===== src/rtl/gpio_bank_pkg.sv =====
package gpio_bank_pkg;

    localparam int BUS_AW    = 9;
    localparam int DW        = 32;
    localparam int MAX_BANKS = 6;
    localparam int GROUP_WORDS = 21;

    typedef enum logic [2:0] {
        RG_LEVEL = 3'd0,
        RG_DIR   = 3'd1,
        RG_SET   = 3'd2,
        RG_CLR   = 3'd3,
        RG_RISE  = 3'd4,
        RG_FALL  = 3'd5,
        RG_STAT  = 3'd6
    } reg_sel_e;

    typedef struct packed {
        logic     hit;
        logic [2:0] bank;
        reg_sel_e sel;
    } dec_t;

    typedef struct packed {
        logic [DW-1:0] level;
        logic [DW-1:0] dir;
        logic [DW-1:0] outv;
        logic [DW-1:0] rise;
        logic [DW-1:0] fall;
        logic [DW-1:0] stat;
    } bank_view_t;

    // Word index inside a group: register = word / 3, lane = word % 3.
    function automatic dec_t decode_addr(input logic [BUS_AW-1:0] a);
        dec_t        d;
        int unsigned w;
        w      = 32'(a[7:2]);
        d.hit  = (w < GROUP_WORDS);
        d.sel  = d.hit ? reg_sel_e'(3'(w / 3)) : RG_LEVEL;
        d.bank = 3'(w % 3) + (a[8] ? 3'd3 : 3'd0);
        return d;
    endfunction

    function automatic logic [DW-1:0] view_field(input bank_view_t v, input reg_sel_e s);
        logic [DW-1:0] r;
        case (s)
            RG_LEVEL:       r = v.level;
            RG_DIR:         r = v.dir;
            RG_SET, RG_CLR: r = v.outv;
            RG_RISE:        r = v.rise;
            RG_FALL:        r = v.fall;
            RG_STAT:        r = v.stat;
            default:        r = '0;
        endcase
        return r;
    endfunction

endpackage


===== src/rtl/gpio_sync.sv =====
module gpio_sync #(
    parameter int W = 8
) (
    input  logic         clk,
    input  logic         rst,
    input  logic [W-1:0] d_in,
    output logic [W-1:0] q
);
    logic [W-1:0] stage1;

    always_ff @(posedge clk) begin
        if (rst) begin
            stage1 <= '0;
            q      <= '0;
        end else begin
            stage1 <= d_in;
            q      <= stage1;
        end
    end
endmodule


===== src/rtl/gpio_bank.sv =====
module gpio_bank
    import gpio_bank_pkg::*;
#(
    parameter int PINS = 32
) (
    input  logic            clk,
    input  logic            rst,
    input  logic            we,
    input  reg_sel_e        wsel,
    input  logic [DW-1:0]   wdata,
    input  logic [PINS-1:0] pin_s,
    output logic [PINS-1:0] out_o,
    output logic [PINS-1:0] oe_o,
    output bank_view_t      view_o,
    output logic            pending_o
);
    logic [PINS-1:0] dir_q, out_q, rise_q, fall_q, stat_q, prev_q;
    logic [PINS-1:0] wbits, stat_clr, rise_hit, fall_hit, stat_nxt;

    assign wbits    = wdata[PINS-1:0];
    assign stat_clr = (we && wsel == RG_STAT) ? wbits : '0;
    assign rise_hit = pin_s & ~prev_q & rise_q;
    assign fall_hit = ~pin_s & prev_q & fall_q;
    // New edges are ORed in after the clear, so an edge wins over a clear.
    assign stat_nxt = (stat_q & ~stat_clr) | rise_hit | fall_hit;

    always_ff @(posedge clk) begin
        if (rst) begin
            dir_q  <= '0;
            out_q  <= '0;
            rise_q <= '0;
            fall_q <= '0;
            stat_q <= '0;
            prev_q <= '0;
        end else begin
            prev_q <= pin_s;
            stat_q <= stat_nxt;
            if (we) begin
                case (wsel)
                    RG_DIR:  dir_q  <= wbits;
                    RG_SET:  out_q  <= out_q | wbits;
                    RG_CLR:  out_q  <= out_q & ~wbits;
                    RG_RISE: rise_q <= wbits;
                    RG_FALL: fall_q <= wbits;
                    default: ;
                endcase
            end
        end
    end

    assign out_o     = out_q;
    assign oe_o      = dir_q;
    assign pending_o = |stat_q;

    always_comb begin
        view_o       = '0;
        view_o.level = DW'(pin_s);
        view_o.dir   = DW'(dir_q);
        view_o.outv  = DW'(out_q);
        view_o.rise  = DW'(rise_q);
        view_o.fall  = DW'(fall_q);
        view_o.stat  = DW'(stat_q);
    end
endmodule


===== src/rtl/gpio_banked_ctrl.sv =====
module gpio_banked_ctrl
    import gpio_bank_pkg::*;
#(
    parameter int NUM_PINS = 100
) (
    input  logic                clk,
    input  logic                rst,
    input  logic                bus_sel,
    input  logic                bus_wr,
    input  logic [BUS_AW-1:0]   bus_addr,
    input  logic [DW-1:0]       bus_wdata,
    output logic [DW-1:0]       bus_rdata,
    input  logic [NUM_PINS-1:0] pad_in,
    output logic [NUM_PINS-1:0] pad_out,
    output logic [NUM_PINS-1:0] pad_oe,
    output logic                irq
);
    localparam int NUM_BANKS = (NUM_PINS + DW - 1) / DW;

    dec_t                  dec;
    logic [NUM_PINS-1:0]   pin_s;
    bank_view_t            views [NUM_BANKS];
    logic [NUM_BANKS-1:0]  pend;
    logic [DW-1:0]         rd_next;

    assign dec = decode_addr(bus_addr);

    gpio_sync #(.W(NUM_PINS)) u_sync (
        .clk (clk),
        .rst (rst),
        .d_in(pad_in),
        .q   (pin_s)
    );

    for (genvar b = 0; b < NUM_BANKS; b++) begin : g_bank
        localparam int PINS = (NUM_PINS - DW * b > DW) ? DW : NUM_PINS - DW * b;
        logic we_b;
        assign we_b = bus_sel && bus_wr && dec.hit && (dec.bank == 3'(b));

        gpio_bank #(.PINS(PINS)) u_bank (
            .clk      (clk),
            .rst      (rst),
            .we       (we_b),
            .wsel     (dec.sel),
            .wdata    (bus_wdata),
            .pin_s    (pin_s[DW*b +: PINS]),
            .out_o    (pad_out[DW*b +: PINS]),
            .oe_o     (pad_oe[DW*b +: PINS]),
            .view_o   (views[b]),
            .pending_o(pend[b])
        );
    end

    always_comb begin
        rd_next = '0;
        for (int b = 0; b < NUM_BANKS; b++) begin
            if (dec.hit && dec.bank == 3'(b))
                rd_next = view_field(views[b], dec.sel);
        end
    end

    always_ff @(posedge clk) begin
        if (rst)
            bus_rdata <= '0;
        else if (bus_sel && !bus_wr)
            bus_rdata <= rd_next;
    end

    assign irq = |pend;
endmodule


===== config.mk =====
export PLATFORM = sky130hd
export DESIGN_NAME = gpio_banked_ctrl
export DESIGN_NICKNAME = d
export VERILOG_FILES = /design/src/rtl/gpio_bank_pkg.sv /design/src/rtl/gpio_sync.sv /design/src/rtl/gpio_bank.sv /design/src/rtl/gpio_banked_ctrl.sv
export SDC_FILE = /design/constraint.sdc
export NUM_CORES = 2
export LEC_CHECK = 0
export BUFFER_PORTS_ARGS = -buffer_cell sky130_fd_sc_hd__buf_4
export CORE_MARGIN = 4
export CORE_UTILIZATION = 33
export DETAILED_ROUTE_END_ITERATION = 8
export PLACE_DENSITY = 0.56
export SLEW_MARGIN = 20
export SYNTH_ARGS = -nofsm -noshare
export SYNTH_HDL_FRONTEND = slang
export SYNTH_HIERARCHICAL = 1
export SYNTH_SLANG_ARGS = --single-unit

===== constraint.sdc =====
create_clock -name clk -period 23.6 [get_ports clk]
set_input_delay 3.54 -clock clk [delete_from_list [all_inputs] [get_ports clk]]
set_output_delay 3.54 -clock clk [all_outputs]
set_load 0.05 [all_outputs]

; Word level (Yosys, flattened, before mapping)
; Index checks and enable logic that the tools add are counted.
[op_classes]
n_reduce_logical = 37
shift = 0
muxes = 18
bitwise = 50
div = 2
multipliers = 0
n_eq_ne = 9
add_sub_neg = 1
magnitude_cmp = 1
[ops]
columns = cell, count
row1 = $and 32x32->32, 18
row2 = $pmux 32 s6, 3
row3 = $not 32->32, 10
row4 = $or 32x32->32, 9
row5 = $mux 32, 7
row6 = $pmux 32 s2, 3
row7 = $reduce_or 100->1, 1
row8 = $div 6x2->32 const B, 1
row9 = $mod 6x2->32 const B, 1
row10 = $reduce_and 2->1, 16
row11 = $and 4x4->4, 6
row12 = $pmux 4 s6, 1
row13 = $not 4->4, 4
row14 = $logic_and 1x1->1, 15
row15 = $eq 3x2->1 const B, 4
row16 = $or 4x4->4, 3
row17 = $eq 3x3->1 const B, 3
row18 = $pmux 4 s2, 1
row19 = $eq 3x1->1 const B, 2
row20 = $logic_not 3->1, 2
row21 = $lt 6x5->1 const B, 1
row22 = $mux 4, 1
row23 = $add 3x2->3, 1
row24 = $mux 3, 1
row25 = other kinds (4), 4
[totals]
romBits = 0
elab_cells = 145
latch_bits = 0
memories = 0
reg_bits = 832
mem_bits_rw = 0
out_inout_bits = 233
input_bits = 145

; Longest topological paths before layout
[depth]
word_depth = 10
depth_mapped = 32

; Hierarchy
; Netlist, hierarchy kept.
[modules_own_cells]
columns = mod, instances, cells_each, seq_area_each_um2, area_each_um2
row1 = gpio_bank (g_bank[0].u_bank ...), 3, 909, 3843.7, 7827.5
row2 = gpio_banked_ctrl, 1, 1012, 640.6, 7083.0
row3 = gpio_sync, 1, 422, 4003.8, 5365.1
row4 = gpio_bank (g_bank[3].u_bank), 1, 275, 480.5, 2306.0

; Worst setup path after synthesis
; OpenSTA, ideal clock, no wires.
[synth_path]
path_kind = input to register
from = input port bus_addr[6]
to = register g_bank[3].u_bank.dir_q[0]
arrival_time_ns = 10.037
t_required_ns = 23.472
path_stages = 32
n_path_buf = 8
setup_ns = 0.128
slack_ns = 13.435
path_cell_list = buf_2 clkbuf_1 ha_1 nor2b_1 o32a_1 nand2_1 ha_1 a21o_1 a211o_2 nor2_1 xnor2_1 ha_1 or2_2 nor3_1 buf_2 nand2_1 nand2_1 clkbuf_1 xnor2_1 ha_1 inv_1 fa_1 clkbuf_1 nand2b_1 clkbuf_1 or2_2 buf_4 nor2_1 and4bb_1 buf_2 mux2i_1 nor2_1
[synth_between]
elab_chain_len = 5
elab_cells_between_ends = 10
[synth_rtl]
columns = element, line
row1 = start: declaration, gpio_banked_ctrl.sv:10  ; input logic [BUS_AW-1:0] bus_addr,
row2 = $mod 6x2->32, gpio_bank_pkg.sv:40  ; d.bank = 3'(w % 3) + (a[8] ? 3'd3 : 3'd0);
row3 = $add 3x2->3, gpio_bank_pkg.sv:40
row4 = $eq 3x2->1, gpio_banked_ctrl.sv:38  ; assign we_b = bus_sel && bus_wr && dec.hit && (dec.bank == 3'(b));
row5 = $logic_and 1x1->1 (*), gpio_banked_ctrl.sv:38
row6 = via g_bank[3].we_b, gpio_banked_ctrl.sv:37  ; logic we_b;
row7 = $reduce_and 2->1 (no source line) (*), -
row8 = end signal: assignment, gpio_bank.sv:40  ; RG_DIR: dir_q <= wbits;
row9 = end: declaration, gpio_bank.sv:17  ; logic [PINS-1:0] dir_q, out_q, rise_q, fall_q, stat_q, prev_q;
; The timed path passes the listed nets; every way through them passes the cells marked *.
; A chain may end at the register's enable or synchronous reset.

==> results.rst <==
.. list-table::
   :header-rows: 1

   * - Metric
     - Value
   * - Area occupied by multi-input gates
     - ~17000 um^2
   * - Routed wire length
     - 145000 um
   * - Area of the mapped netlist
     - approximately 38000 um^2
   * - Synthesis-to-finish area growth
     - 11.1%
   * - Total grt overflow
     - 0
   * - DP Area
     - 39100 um^2
   * - Pin slew with the least headroom to its limit
     - 1.05 ns
   * - PostCTS Resize Cnt
     - 0
   * - Fill count
     - between 10000 and 15000
   * - DR WL/cell
     - 24.4 um
   * - Skew-Pair Late Insertion Delay
     - 0.69 ns
   * - Synth cell count leaders
     - dfxtp_1, nand2_1, buf_4, a21oi_1, nor2b_1
   * - Uppermost layer routed
     - met5
   * - Crit-path slowest cell
     - xnor2_1
   * - Fraction of the yosys area taken by sequential cells
     - a little over two fifths
   * - Worst Setup End Kind
     - flop
   * - Worst slack, placed
     - roughly 11 ns
   * - Leading register cell type out of synthesis
     - dfxtp_1
   * - Setup ws final
     - 11.78 ns
   * - Fraction of registers with async set or reset after synthesis
     - 0%
   * - Clock sink total
     - 832
   * - Setup TNS after final layout
     - 0 ns
   * - Cell count after synthesis
     - 4436
   * - Antenna violations before repair
     - 5
   * - Nature of the critical path startpoint
     - primary input
   * - Worst Path Class, Setup
     - primary input to flop
   * - Length in cells of the worst reg-to-reg path
     - 4
   * - Core Box Area
     - 115000 um^2
   * - Via count of the first global-routing pass
     - 29338
   * - Fraction of the cycle the final worst path needs
     - 50.1%
   * - Post CTS Setup Buffer Count
     - 0
   * - Seq cells post-synth
     - roughly 830
   * - Crit path arrival time
     - 12.38 ns
   * - # nets final
     - approximately 4500
   * - Die Ht
     - 348 um
   * - DRT antenna net count
     - 0
   * - Number of maximum-capacitance constraint violations
     - 0
   * - Number of clock buffers inserted by TritonCTS
     - 96
   * - Count of H-tree levels built during CTS
     - 3
   * - Launch point of the critical path
     - bus_addr[7]
   * - Status
     - finished clean
   * - Reg-to-reg critical path endpoint
     - bus_rdata[8]
   * - Total iterations of the first detailed-routing run
     - 9
   * - Clock tree root driver cell
     - clkbuf_16
   * - Effective utilization at floorplan
     - 33.3%
   * - Total GRT Usage
     - 22.9%
   * - Area enclosed by the die boundary
     - 121000 um^2
   * - Number of failing hold endpoints at the final stage
     - 0
   * - Cell accounting for the most synthesized area
     - dfxtp_1
   * - Vias after detailed routing
     - 31745
   * - Number of enable-type register cells in the synthesized netlist
     - 0
   * - Register-to-register setup slack
     - 21.74 ns
   * - Final Slew Violations
     - 0
   * - Yosys warns
     - 6
   * - Area fraction of the dominant cell type after synthesis
     - a little over two fifths
   * - Biggest cell delay along the critical path
     - roughly 0.65 ns
   * - Routability Congestion
     - 0.837
   * - Leakage dissipation
     - about 15 nW
   * - Number of vias per cell
     - 5.34
   * - Top cells by area in the synthesized netlist
     - dfxtp_1, buf_4, nand2_1, a21oi_1, nor2b_1
   * - Number of placement rows
     - 124
   * - Detailed-placement wirelength estimate
     - 96000 um
   * - Worst VDD drop
     - 0.0000486 V
   * - Cell depth of the worst hold path
     - 1
   * - Area of all placed cells without fillers
     - roughly 42000 um^2
   * - Number of unique standard cell types used by synthesis
     - 82
   * - Data required time at the worst endpoint
     - about 24 ns
   * - First-pass GRT wire length
     - about 210000 um
   * - Worst clock skew
     - 0.0332 ns
   * - Type of the tightest min-delay check
     - flop to flop
   * - Met1 wire length
     - 66000 um
   * - DR WL met3
     - 13200 um
   * - RSZ-0062 raised after global routing
     - no
   * - Largest net degree at the start of global routing
     - 184
   * - Critical Path Fanout Max
     - 64
   * - Final Critical Period
     - 11.82 ns
   * - CTS tree
     - built
   * - Number of hold-repair buffers added at the cts stage
     - 0
   * - CTS max path bufs
     - 3
   * - Mean instance size in the synthesized netlist
     - ~8.6 um^2
   * - Total area of sequential cells
     - 16700 um^2
   * - Final number of setup-violating endpoints
     - 0
   * - Pwr dens
     - 83.9 nW/um^2
   * - IO Pins
     - 378
   * - Tightest slew margin relative to the limit
     - between 30% and 40%
   * - Width of the chip
     - 348 um
   * - Clock-pin transition on the worst setup and hold timing paths
     - around 0.06 ns
   * - DRC violations left
     - 0
   * - Critical path depth in cells
     - 29
   * - Most common cell in the synthesized netlist
     - dfxtp_1
   * - Highest achievable clock rate
     - 84.6 MHz
   * - Routed length on met2
     - roughly 62000 um
   * - Buffers & Inverters on Critical Path
     - 5
   * - Number of I/O port buffers
     - about 380
   * - Violation count after the first detailed-routing iteration
     - about 3600
   * - Delay-heaviest family, CP
     - simple AND/OR/NAND/NOR gates
   * - Ratio of cells with drive above 1 in the final layout
     - 14.8%
layout by cell type, fill, tap and decap left out, types with 5 or more instances in the layout:
master,synthesis,layout
dfxtp_1,832,832
nand2_1,729,727
a21oi_1,471,471
buf_4,490,427
nor2b_1,305,304
nand3b_1,202,202
conb_1,1,168
inv_1,144,144
o21ai_0,138,138
a31oi_1,106,106
clkbuf_16,0,96
a311oi_1,96,96
a22oi_1,73,73
a221oi_1,62,62
a222oi_1,58,58
o211ai_1,52,52
mux2i_1,47,47
nor2_1,39,36
a211oi_1,33,33
nor4_1,25,25
a221o_1,23,23
mux2_2,18,18
nand3_1,18,17
bufinv_16,0,17
a32o_1,16,16
clkbuf_8,0,16
clkinv_2,0,16
clkbuf_1,120,14
and3_1,15,13
a21boi_0,10,10
o21ai_1,10,10
nand4b_1,9,9
nand4_1,8,8
o221ai_1,6,6
or2_2,5,5
or3_1,5,5
metal layers:
metal,vias to the layer above,GRT usage (%)
met4,2,6.71
met5,-,0
met3,209,5.68
met1,15400,32.7
met2,1293,34.1
li1,14841,-
cell type report:
cell class	instances	area share, %
Multi-Input combinational cell	2854	39.3
Sequential cell	832	39.2
Timing Repair Buffer	432	7.77
Clock buffer	126	6.30
Tap cell	1512	4.45
Clock inverter	43	1.66
Inverter	144	1.27
Antenna cell	1	0.00589
report_power, final:
part / total, mW / switching (mW) / internal, mW
Clock: 1.62 / 0.632 / 0.983
Combinational: 0.503 / 0.351 / 0.152
Sequential: 1.45 / 0.0175 / 1.43
Total: 3.56 / 1.00 / 2.56
per-stage QoR:
| stage | utilization [%] | std cells | hold WS, ns | total power, mW |
|---|---|---|---|---|
| final | 37.1 | 5944 | 0.407 | 3.56 |
| after global placement | 34.1 | 5774 | 0.422 | 1.96 |
| after detailed placement | 34.1 | 5774 | 0.423 | 1.97 |
| after CTS | 37.1 | 5943 | 0.418 | 3.58 |
| after floorplan | - | 4603 | 0.414 | 1.78 |
| after global routing | 37.1 | 5943 | 0.438 | 3.68 |
how the worst min path moves through the flow:
stage | startpoint | to | slack (ns)
2_1_floorplan | u_sync/stage1[0] | u_sync/q[0] | 0.41
3_3_place_gp | u_sync/stage1[81] | u_sync/q[81] | 0.42
3_5_place_dp | u_sync/stage1[54] | u_sync/q[54] | 0.42
4_1_cts | u_sync/stage1[16] | u_sync/q[16] | 0.42
5_1_grt | u_sync/stage1[16] | u_sync/q[16] | 0.44
6_report | u_sync/stage1[16] | u_sync/q[16] | 0.41
cells by family (layout without fill, tap and decap cells):
family,Yosys count,count (layout),share of synthesized area (%)
AO/OA/AOI/OAI,1201,1201,20.5
buffers and inverters,917,745,14.7
adder cells (fa/ha/maj),5,5,0.183
multiplexers,65,65,1.76
other,1,169,0.00981
flip-flops,832,832,43.6
XOR/XNOR,6,6,0.177
AND/OR/NAND/NOR,1409,1409,19.1
Note: power is estimated with default switching activity, not from simulation.
